==> config.mk <==
export PLATFORM = sky130hd
export DESIGN_NAME = emu_mode_ctrl
export DESIGN_NICKNAME = d
export VERILOG_FILES = /design/src/rtl/emu_pkg.sv /design/src/rtl/emu_entry_arb.sv /design/src/rtl/emu_mode_fsm.sv /design/src/rtl/emu_irq_gate.sv /design/src/rtl/emu_acc_remap.sv /design/src/rtl/emu_mode_ctrl.sv
export SDC_FILE = /design/constraint.sdc
export NUM_CORES = 1
export LEC_CHECK = 0
export BUFFER_PORTS_ARGS = -buffer_cell sky130_fd_sc_hd__buf_2
export CAP_MARGIN = 20
export CELL_PAD_IN_SITES_DETAIL_PLACEMENT = 1
export CELL_PAD_IN_SITES_GLOBAL_PLACEMENT = 2
export CORE_UTILIZATION = 13
export CTS_CLUSTER_DIAMETER = 150
export CTS_CLUSTER_SIZE = 28
export DETAILED_ROUTE_END_ITERATION = 10
export MAX_ROUTING_LAYER = met4
export PLACE_DENSITY = 0.7
export SLEW_MARGIN = 10
export SYNTH_ARGS = -nofsm -noshare
export SYNTH_HDL_FRONTEND = slang
export SYNTH_SLANG_ARGS = --single-unit
==> constraint.sdc <==
create_clock -name clk -period 0.8 [get_ports clk]
set_input_delay 0.08 -clock clk [delete_from_list [all_inputs] [get_ports clk]]
set_output_delay 0.08 -clock clk [all_outputs]
set_load 0.03 [all_outputs]
==> src/rtl/emu_pkg.sv <==
package emu_pkg;
  localparam int PST_W  = 4;
  localparam int N_SRC  = 3;
  localparam int CAUSE_W = 2;

  typedef enum logic [CAUSE_W-1:0] {
    CAUSE_NONE  = 2'd0,
    CAUSE_FORCE = 2'd1,
    CAUSE_DEBUG = 2'd2,
    CAUSE_TRACE = 2'd3
  } cause_e;

  localparam logic [PST_W-1:0] PST_IDLE  = 4'h0;
  localparam logic [PST_W-1:0] PST_ENTER = 4'hD;
  localparam logic [PST_W-1:0] PST_EXIT  = 4'h7;
endpackage

==> src/rtl/emu_entry_arb.sv <==
module emu_entry_arb #(
  parameter int NSRC = 3,
  localparam int IW = $clog2(NSRC + 1)
) (
  input  logic            clk,
  input  logic            rst,
  input  logic [NSRC-1:0] req,
  output logic [NSRC-1:0] grant,
  output logic            any,
  output logic [IW-1:0]   idx
);
  // lowest index wins
  genvar g;
  generate
    for (g = 0; g < NSRC; g++) begin : g_pri
      if (g == 0) begin : g_first
        assign grant[g] = req[g];
      end else begin : g_rest
        assign grant[g] = req[g] & ~|req[g-1:0];
      end
    end
  endgenerate

  assign any = |req;

  always_comb begin
    idx = '0;
    for (int i = NSRC - 1; i >= 0; i--) begin
      if (req[i]) idx = IW'(i + 1);
    end
  end

  // one winner only
  p_single_grant_r5: assert property (@(posedge clk) disable iff (rst)
    $onehot0(grant));
  p_grant_when_req_r5: assert property (@(posedge clk) disable iff (rst)
    any |-> (grant[idx - 1'b1]));
endmodule

==> src/rtl/emu_mode_fsm.sv <==
module emu_mode_fsm
  import emu_pkg::*;
#(
  parameter int PW = PST_W,
  parameter int CW = CAUSE_W
) (
  input  logic          clk,
  input  logic          rst,
  input  logic          entry_any,
  input  logic [CW-1:0] entry_idx,
  input  logic          rte,
  output logic          emu_q,
  output logic [PW-1:0] pst_q,
  output logic [CW-1:0] cause_q
);
  logic enter, leave;
  assign enter = !emu_q && entry_any;
  assign leave = emu_q && rte;

  always_ff @(posedge clk) begin
    if (rst) begin
      emu_q   <= 1'b0;
      pst_q   <= PST_IDLE;
      cause_q <= CAUSE_NONE;
    end else if (enter) begin
      emu_q   <= 1'b1;
      pst_q   <= PST_ENTER;
      cause_q <= entry_idx;
    end else if (leave) begin
      emu_q   <= 1'b0;
      pst_q   <= PST_EXIT;
      cause_q <= CAUSE_NONE;
    end else begin
      pst_q   <= PST_IDLE;
    end
  end

  p_enter_code_r6: assert property (@(posedge clk) disable iff (rst)
    (!emu_q && entry_any) |=> (emu_q && pst_q == PST_ENTER));
  p_exit_code_r7: assert property (@(posedge clk) disable iff (rst)
    (emu_q && rte) |=> (!emu_q && pst_q == PST_EXIT && cause_q == CAUSE_NONE));
  p_hold_active_r8: assert property (@(posedge clk) disable iff (rst)
    (emu_q && !rte) |=> (emu_q && $stable(cause_q) && pst_q == PST_IDLE));
  p_idle_quiet_r7: assert property (@(posedge clk) disable iff (rst)
    (!emu_q && !entry_any) |=> (!emu_q && pst_q == PST_IDLE));
endmodule

==> src/rtl/emu_irq_gate.sv <==
module emu_irq_gate #(
  parameter int IRQ_W = 3
) (
  input  logic             active,
  input  logic [IRQ_W-1:0] irq_in,
  output logic [IRQ_W-1:0] irq_out
);
  assign irq_out = active ? '0 : irq_in;
endmodule

==> src/rtl/emu_acc_remap.sv <==
module emu_acc_remap #(
  parameter int TT_W = 2,
  parameter int TM_W = 3
) (
  input  logic            active,
  input  logic            map,
  input  logic            in_valid,
  output logic            in_ready,
  input  logic            in_fetch,
  input  logic [TT_W-1:0] in_tt,
  input  logic [TM_W-1:0] in_tm,
  output logic            out_valid,
  input  logic            out_ready,
  output logic            out_fetch,
  output logic [TT_W-1:0] out_tt,
  output logic [TM_W-1:0] out_tm,
  output logic            bypass
);
  localparam logic [TT_W-1:0] TT_DBG   = TT_W'(2);
  localparam logic [TM_W-1:0] TM_DATA  = TM_W'(5);
  localparam logic [TM_W-1:0] TM_FETCH = TM_W'(6);

  logic remap;
  assign remap     = active && map;
  assign bypass    = remap;
  assign out_valid = in_valid;
  assign in_ready  = out_ready;
  assign out_fetch = in_fetch;

  always_comb begin
    out_tt = in_tt;
    out_tm = in_tm;
    if (remap) begin
      out_tt = TT_DBG;
      out_tm = in_fetch ? TM_FETCH : TM_DATA;
    end
  end
endmodule

==> src/rtl/emu_mode_ctrl.sv <==
module emu_mode_ctrl
  import emu_pkg::*;
#(
  parameter int IRQ_W = 3,
  parameter int TT_W  = 2,
  parameter int TM_W  = 3
) (
  input  logic             clk,
  input  logic             rst,
  input  logic             rst_exc_start,
  input  logic             force_emu,
  input  logic             dbg_irq,
  input  logic             trace_exc_start,
  input  logic             trace_en,
  input  logic             rte_done,
  input  logic             map_en,
  input  logic [IRQ_W-1:0] irq_req,
  output logic [IRQ_W-1:0] irq_gated,
  input  logic             acc_in_valid,
  output logic             acc_in_ready,
  input  logic             acc_in_fetch,
  input  logic [TT_W-1:0]  acc_in_tt,
  input  logic [TM_W-1:0]  acc_in_tm,
  output logic             acc_out_valid,
  input  logic             acc_out_ready,
  output logic             acc_out_fetch,
  output logic [TT_W-1:0]  acc_out_tt,
  output logic [TM_W-1:0]  acc_out_tm,
  output logic             mem_bypass,
  output logic             emu_active,
  output logic [CAUSE_W-1:0] emu_cause,
  output logic [PST_W-1:0] pst
);
  logic [N_SRC-1:0]   req, grant;
  logic               any;
  logic [CAUSE_W-1:0] idx;

  // priority order: forced bit, debug interrupt, trace
  assign req[0] = rst_exc_start && force_emu;
  assign req[1] = dbg_irq;
  assign req[2] = trace_exc_start && trace_en;

  emu_entry_arb #(.NSRC(N_SRC)) arb_i (
    .clk(clk), .rst(rst), .req(req), .grant(grant), .any(any), .idx(idx)
  );

  emu_mode_fsm #(.PW(PST_W), .CW(CAUSE_W)) fsm_i (
    .clk(clk), .rst(rst), .entry_any(any), .entry_idx(idx), .rte(rte_done),
    .emu_q(emu_active), .pst_q(pst), .cause_q(emu_cause)
  );

  emu_irq_gate #(.IRQ_W(IRQ_W)) gate_i (
    .active(emu_active), .irq_in(irq_req), .irq_out(irq_gated)
  );

  emu_acc_remap #(.TT_W(TT_W), .TM_W(TM_W)) remap_i (
    .active(emu_active), .map(map_en),
    .in_valid(acc_in_valid), .in_ready(acc_in_ready), .in_fetch(acc_in_fetch),
    .in_tt(acc_in_tt), .in_tm(acc_in_tm),
    .out_valid(acc_out_valid), .out_ready(acc_out_ready), .out_fetch(acc_out_fetch),
    .out_tt(acc_out_tt), .out_tm(acc_out_tm), .bypass(mem_bypass)
  );

  p_irq_masked_r9: assert property (@(posedge clk) disable iff (rst)
    emu_active |-> (irq_gated == '0));
  p_irq_pass_r9: assert property (@(posedge clk) disable iff (rst)
    !emu_active |-> (irq_gated == irq_req));
  p_remap_tag_r10: assert property (@(posedge clk) disable iff (rst)
    (emu_active && map_en && acc_out_valid) |->
      (acc_out_tt == TT_W'(2) && acc_out_tm == (acc_in_fetch ? TM_W'(6) : TM_W'(5))));
  p_no_bypass_idle_r10: assert property (@(posedge clk) disable iff (rst)
    !emu_active |-> !mem_bypass);
  p_cause_valid_r5: assert property (@(posedge clk) disable iff (rst)
    emu_active |-> (emu_cause != CAUSE_NONE));
endmodule

==> flow_summary.yaml, run 1 <==
outcome:
  outcome: "finished, violations left"
  violations: "setup timing"
logic_synthesis:
  synth-adder-area-share_pct: 0
  yosysUniqueCellTypes: 20
  synth_warnings: 0
  netlist_area_um2: 350
  synth_mux_area_share_pct: 3.21
  synth.area.top_cells: "dfxtp_1 34%, buf_4 8.6%, and2b_2 7.5%"
  synth_area_per_cell_um2: 9.22
  synth.top_cell.area_share_pct: 34.3
  synth-seq-cells: 6
  ys_seq_area_share_pct: 34.3
  synth-simple-area-share_pct: 22.1
  yosys.area_share.xor_xnor_pct: 0
  synth-compound-area-share_pct: 26.4
  synth_nets: 58
  synth_area_leader_cell: "dfxtp_1"
  synthCells: 38
  synth_top_family_by_area: "compound AO/OA/AOI/OAI gates"
floorplanning:
  die_area_mm2: 0.00291
  start_util_pct: 13.9
  die_height_um: 53.9
  io_pins: 39
  rows: 18
  core-area_mm2: 0.00252
  die_w_um: 53.9
grt:
  antenna_found_initial: 0
  grt_pass1_vias: 444
  grt-ovfl-total: 0
  grt_pass1_wl_um: 1720
  grt_usage_pct: 8.94
  grt_max_degree: 7
routing:
  via_count: 434
  vias_per_cell: 3.91
  drtPass1Iterations: 1
  drt-total-wl_um: 1180
  ant_nets: 0
  drc: 0
  drtIter0Drc: 0
  avgRoutedWirePerCell_um: 10.7
cts:
  cts_sinks: 6
  cts_hold_buf: 0
  htree_levels: 1
  cts_buffer_depth: 2
  clk_pin_slew_worst_paths_ns: 0.05
  root_buffer: "clkbuf_4"
  insertion_delay_ns: 0.24
  cts_made_buffers: 3
  cts_tree: "built"
power:
  peakVddDrop_mv: 0.576
  leakage_nw: 0.404
  power_density_mw_per_mm2: 1480
  p_total_mw: 1.17
sta:
  finalCriticalPeriod_ns: 1.18
  max_freq_mhz: 851
  finalCritPeriodShare_pct: 147
  setup_viol: 17
  finalClockSkew_ns: 0.00174
  tightest_slew_ns: 0.294
  drv_slew: 0
  tns_ns: -4.06
  rsz0062_at_grt: "true"
  slew_headroom_pct: 80.4
  final-hold-violation-count: 0
  timing.final.ws_setup_ns: -0.376
place:
  port_buffers: 34
  dpl.hpwl_um: 953
  gp_congestion: 0.565
final_layout:
  regArea_um2: 133
  fill_cells: 298
  final_nets: 103
  area_growth_pct: 126
  drive_above_1_share_pct: 84.0
  insertedDiodeCount: 0
  multi_input_area_um2: 230
hold_path:
  hold_path_class: "primary input to flop"
worst_setup_path:
  critPathRequiredTime_ns: 0.72
  cp_max_fo: 4
  critPathArrivalTime_ns: 1.10
  worstSetupEndpointType: "primary output"
  critPathKind: "flop to primary output"
  crit_path_start_kind: "flop"
flow_run:
  cap_violations: 0
## cell usage in the layout (no fill, tap or decap), types with 2 or more instances in the layout
cell      count
a21oi_1       2
nor2_1        2
nand2_1       3
a221oi_2      2
dfxtp_2       4
dfxtp_4       2
buf_4         9
and2b_2       3
buf_2        18
clkbuf_4      3
buf_6        18
inv_1         2
nand2b_4      2
## cell type report
cell class | count | share of cell area, %
Clock buffer | 3 | 2.85
Inverter | 2 | 0.949
Multi-Input combinational cell | 25 | 29.1
Sequential cell | 6 | 16.8
Tap cell | 30 | 4.75
Timing Repair Buffer | 45 | 45.6
## through the flow
step / cells / area [um^2] / setup slack, ns / util, % / hold WS [ns]
6_report: 111 / 791 / -0.376 / 31.3 / 0.0745
5_1_grt: 111 / 791 / -0.418 / 31.3 / 0.0748
4_1_cts: 110 / 763 / -0.394 / 30.3 / 0.0617
3_5_place_dp: 104 / 592 / -0.179 / 23.5 / 0.160
3_3_place_gp: 104 / 592 / -0.164 / 23.5 / 0.160
2_1_floorplan: 38 / 373 / -0.160 / - / 0.143
## final timing paths
| path | start | to | slack, ns | cells past startpoint |
|---|---|---|---|---|
| max | fsm_i.emu_q | acc_out_tm[1] | -0.38 | 3 |
| min | rst | fsm_i.emu_q | 0.07 | 2 |
| max reg2reg | fsm_i.emu_q | fsm_i.cause_q[0] | -0.25 | 5 |
| min reg2reg | fsm_i.cause_q[0] | fsm_i.cause_q[0] | 0.57 | 2 |
## registers in the layout (all words and copies together) (netlist names)
name           flops
fsm_i.cause_q      2
fsm_i.emu_q        1
fsm_i.pst_q        3
## power breakdown
part | switching (mW) | internal (mW) | leakage, nW
registers | 0.0193 | 0.327 | 0.0522
clock network | 0.105 | 0.169 | 0.0138
logic | 0.275 | 0.275 | 0.338
## repair_timing
item	4_1_cts	5_1_grt
resized for setup	39	5
setup endpoints to repair	21	22
pin swaps	3	3
setup buffers	3	1
hold endpoints to repair	0	0
## worst max-delay path, stage by stage, from the launching register on
cell	delay, ns
dfxtp_4	0.35
nand2_4	0.07
mux2_4	0.30
buf_6	0.14
## metal layers
layer	up-vias	GRT usage (%)	wire length (um)
met4	0	5.26	0
met5	-	-	0
li1	215	-	-
met3	0	3.95	126
met1	193	7.36	416
met2	26	16.3	640
## cells by family (layout without fill, tap and decap cells)
family,count (synthesis),count (layout)
AOI/OAI and AO/OA,10,10
and+or+nand+nor,14,14
muxes,1,1
buffers and inverters,7,50
DFF,6,6
## cell usage after synthesis, drive strengths merged
cell type and number:
dfxtp 6, buf 5, nand2 5, a21oi 3
and2b 3, a221oi 2, inv 2, nand2b 2
nor2 2, a211o 1, a211oi 1, a32oi 1
and2 1, mux2 1, o21a 1, o21ai 1
or2 1
(Power assumes the default switching activity.)
==> run 2, diff against run 1 <==
--- a/config.mk
+++ b/config.mk
@@ -15,7 +15,9 @@
 export DETAILED_ROUTE_END_ITERATION = 10
 export MAX_ROUTING_LAYER = met4
 export PLACE_DENSITY = 0.7
+export SKIP_CTS_REPAIR_TIMING = 1
 export SLEW_MARGIN = 10
 export SYNTH_ARGS = -nofsm -noshare
 export SYNTH_HDL_FRONTEND = slang
 export SYNTH_SLANG_ARGS = --single-unit
+export TNS_END_PERCENT = 30
==> flow_summary.yaml, run 2 (synthesized netlist as in run 1, its figures left out) <==
final_layout:
  layout_commonest_cell: "buf_2"
  area_growth_pct: 107
  drive_above_1_share_pct: 77.9
  final_cell_mix: "18 x buf_2, 15 x buf_6, 7 x buf_4"
  reg_top3: "fsm_i.pst_q (3), fsm_i.cause_q (2), fsm_i.emu_q (1)"
  regMostFlops: "fsm_i.pst_q"
  fill_cells: 302
  largest_reg_flops: 3
  insertedDiodeCount: 0
  final_nets: 98
worst_setup_path:
  critPathArrivalTime_ns: 1.12
  crit_path_start_kind: "flop"
  worstSetupEndpointType: "primary output"
  cp_max_fo: 4
  critPathKind: "flop to primary output"
  critPathRequiredTime_ns: 0.72
floorplanning:
  core-area_mm2: 0.00252
  die_height_um: 53.9
  start_util_pct: 13.9
  rows: 18
  die_area_mm2: 0.00291
  io_pins: 39
  die_w_um: 53.9
grt:
  grt_pass1_vias: 378
  grt_max_degree: 8
  grt-ovfl-total: 0
  grt_pass1_wl_um: 1500
  grt_usage_pct: 7.62
  antenna_found_initial: 0
sta:
  timing.final.ws_setup_ns: -0.399
  max_freq_mhz: 834
  finalCritPeriodShare_pct: 150
  finalCriticalPeriod_ns: 1.20
  rsz0062_at_grt: "true"
  tightest_slew_ns: 0.260
  finalClockSkew_ns: 0.0172
  slew_headroom_pct: 82.7
  final-hold-violation-count: 0
  setup_viol: 18
  drv_slew: 0
  hold_ws_ns: 0.0767
power:
  peakVddDrop_mv: 0.715
  power_density_mw_per_mm2: 1600
  leakage_nw: 0.370
place:
  port_buffers: 34
  dpl.hpwl_um: 911
  gp_congestion: 0.709
  dp_slack_ns: -0.183
routing:
  via_count: 416
  drtPass1Iterations: 2
  drc: 0
  vias_per_cell: 3.89
  ant_nets: 0
  drtIter0Drc: 1
  drt-total-wl_um: 1120
  avgRoutedWirePerCell_um: 10.5
cts:
  cts_made_buffers: 3
  cts_sinks: 6
  htree_levels: 1
  clk_pin_slew_worst_paths_ns: 0.06
  insertion_delay_ns: 0.25
  cts_buffer_depth: 2
  cts_tree: "built"
  root_buffer: "clkbuf_4"
flow_run:
  cap_violations: 0
hold_path:
  hold_path_class: "primary input to flop"
outcome:
  violations: "setup timing"
  outcome: "finished, violations left"
-- run 2: cell types whose count changed in the layout (fill, tap and decap cells not counted), moves of 2 or more --
cell	previous run	this run
buf_6	18	15
buf_4	9	7
dfxtp_2	4	2
dfxtp_1	0	3
-- run 2: through the flow --
step                      cell area [um^2]  utilization, %  total power [mW]  setup TNS (ns)  cells
after global placement                 579            23.0             0.744           -1.25    103
after detailed placement               579            23.0             0.751           -1.50    103
after CTS                              606            24.0              1.07           -4.74    107
after global routing                   726            28.8              1.23           -4.69    107
after floorplan                        368               -             0.623           -1.16     38
final                                  726            28.8              1.16           -3.90    107
-- run 2: layer usage --
layer,track usage (%),part of all wire [%]
met1,6.69,36
met2,14.4,53
met3,3.11,11
met4,2.63,0
met5,-,0
-- run 2: path summary, 6_finish.rpt --
| path | end | start | depth (start not counted) | slack (ns) |
|---|---|---|---|---|
| min reg2reg | fsm_i.cause_q[0] | fsm_i.cause_q[0] | 1 | 0.47 |
| max reg2reg | fsm_i.pst_q[2] | fsm_i.emu_q | 4 | -0.18 |
| min | fsm_i.emu_q | rte_done | 2 | 0.08 |
| max | acc_out_tm[1] | fsm_i.emu_q | 3 | -0.40 |
-- run 2: worst max-delay path, cell delays in order (launching register included) --
cell,delay (ns)
dfxtp_4,0.35
nand2_4,0.07
mux2_4,0.30
buf_6,0.14
-- run 2: where the power goes --
group          internal, mW  switching [mW]
logic                 0.238           0.266
registers             0.326          0.0168
clock network         0.190           0.122
-- run 2: area by class of cell --
type	instances	area (um^2)	share of cell area [%]
well taps	30	37.5	5.17
flip-flops and latches	6	126	17.4
inverters	2	7.51	1.03
clock buffers	4	26.3	3.62
repair buffers	40	312	42.9
multi-input cells	25	216	29.8
==> run 3, diff against run 2 <==
--- a/config.mk
+++ b/config.mk
@@ -9,11 +9,11 @@
 export CAP_MARGIN = 20
 export CELL_PAD_IN_SITES_DETAIL_PLACEMENT = 1
 export CELL_PAD_IN_SITES_GLOBAL_PLACEMENT = 2
+export CORE_ASPECT_RATIO = 0.6
 export CORE_UTILIZATION = 13
 export CTS_CLUSTER_DIAMETER = 150
 export CTS_CLUSTER_SIZE = 28
 export DETAILED_ROUTE_END_ITERATION = 10
-export MAX_ROUTING_LAYER = met4
 export PLACE_DENSITY = 0.7
 export SKIP_CTS_REPAIR_TIMING = 1
 export SLEW_MARGIN = 10
==> flow_summary.yaml, run 3 (synthesized netlist as in run 1, its figures left out) <==
cts:
  insertion_delay_ns: 0.22
  clk_pin_slew_worst_paths_ns: 0.04
  cts_made_buffers: 3
  cts_tree: "built"
  cts_buffer_depth: 2
  root_buffer: "clkbuf_8"
  htree_levels: 1
  cts_sinks: 6
flow_run:
  cap_violations: 0
sta:
  timing.final.ws_setup_ns: -0.364
  max_freq_mhz: 859
  finalClockSkew_ns: 0.00245
  setup_viol: 16
  hold_ws_ns: 0.0915
  slew_headroom_pct: 82.7
  tns_ns: -3.30
  rsz0062_at_grt: "true"
  finalCritPeriodShare_pct: 145
  drv_slew: 0
  tightest_slew_ns: 0.260
  finalCriticalPeriod_ns: 1.16
  final-hold-violation-count: 0
grt:
  grt_usage_pct: 7.78
  grt_pass1_wl_um: 1710
  antenna_found_initial: 0
  grt_pass1_vias: 423
  grt-ovfl-total: 0
  grt_max_degree: 7
power:
  switching_power_uw: 414
  power_density_mw_per_mm2: 1810
  power.share.switching_pct: 31.7
  p_int_uw: 893
  peakVddDrop_mv: 0.445
  p_total_mw: 1.31
  p_seq_share_pct: 26.3
  leakage_nw: 0.372
  power_frac_comb_pct: 37.1
  pwr-share-clk_pct: 36.6
floorplanning:
  die_height_um: 42.2
  die_area_mm2: 0.00291
  start_util_pct: 13.9
  rows: 14
  die_w_um: 69.0
  core-area_mm2: 0.00252
  io_pins: 39
outcome:
  violations: "setup timing"
  outcome: "finished, violations left"
worst_setup_path:
  cp_cell_sequence: "nand2_4 > mux2_4 > buf_6"
  r2r-start: "fsm_i.emu_q"
  timing.rr.end: "fsm_i.cause_q[0]"
  cp_max_fo: 4
  critPathKind: "flop to primary output"
  crit_family: "flip-flops"
  critPathArrivalTime_ns: 1.08
  worstSetupEndpointType: "primary output"
  slowest_delay_ns: 0.35
  r2r_slack_ns: -0.16
  cp_slowest_cell: "dfxtp_4"
  crit_path_start_kind: "flop"
  rr_worst_depth: 3
  cp_num_buf_inv: 1
  cp.depth: 3
  critPathRequiredTime_ns: 0.72
  crit_start: "fsm_i.emu_q"
  endpoint: "acc_out_tm[1]"
routing:
  via_count: 420
  wl_met3_um: 144
  wl_met2_um: 543
  avgRoutedWirePerCell_um: 10.5
  vias_per_cell: 3.85
  maxUsedRoutingLayer: "met3"
  drt-total-wl_um: 1140
  wl_met1_um: 455
  drtIter0Drc: 0
  drc: 0
  drtPass1Iterations: 1
  ant_nets: 0
place:
  gp_congestion: 0.746
  placed_area_um2: 582
  port_buffers: 34
  placedCellCount: 105
  dpl.hpwl_um: 964
final_layout:
  reg_top3: "fsm_i.pst_q (3), fsm_i.cause_q (2), fsm_i.emu_q (1)"
  final_cell_mix: "21 x buf_2, 11 x buf_6, 7 x buf_4"
  largest_reg_flops: 3
  insertedDiodeCount: 0
  regMostFlops: "fsm_i.pst_q"
  area_growth_pct: 106
  layout_commonest_cell: "buf_2"
  fin_area_um2: 723
  final_nets: 98
  fill_cells: 300
  drive_above_1_share_pct: 76.6
  stdcell_count: 109
hold_path:
  hold_path_class: "primary input to flop"
run 3: metal layers:
metal,vias up,GRT usage [%]
li1,205,-
met1,186,7.59
met2,29,12.8
met3,0,6.01
met4,0,2.45
met5,-,0
run 3: layout make-up:
cell class	instances	area (um^2)	area share (%)
Sequential cell	6	126	17.5
Timing Repair Buffer	40	289	40.0
Tap cell	32	40.0	5.54
Inverter	2	7.51	1.04
Clock buffer	4	45.0	6.23
Multi-Input combinational cell	25	215	29.8
run 3: power groups by stage:
stage	registers (mW)	clock network [mW]	logic, mW
after CTS	0.340	0.499	0.410
after global routing	0.347	0.512	0.511
after detailed placement	0.344	0	0.408
after global placement	0.343	0	0.402
final	0.344	0.478	0.485
after floorplan	0.392	0	0.231
run 3: how the worst min path moves through the flow:
stage | from | end | slack, ns | cells past startpoint
after floorplan | rst | fsm_i.cause_q[1] | 0.14 | 1
after global placement | acc_out_ready | acc_in_ready | 0.16 | 0
after detailed placement | acc_out_ready | acc_in_ready | 0.16 | 0
after CTS | rst | fsm_i.pst_q[3] | 0.09 | 2
after global routing | rte_done | fsm_i.emu_q | 0.10 | 2
final | rst | fsm_i.emu_q | 0.09 | 2
run 3: stage by stage:
step	util (%)	worst slack (ns)
3_3_place_gp	23.1	-0.170
2_1_floorplan	-	-0.160
5_1_grt	28.7	-0.398
4_1_cts	24.9	-0.428
3_5_place_dp	23.1	-0.183
6_report	28.7	-0.364
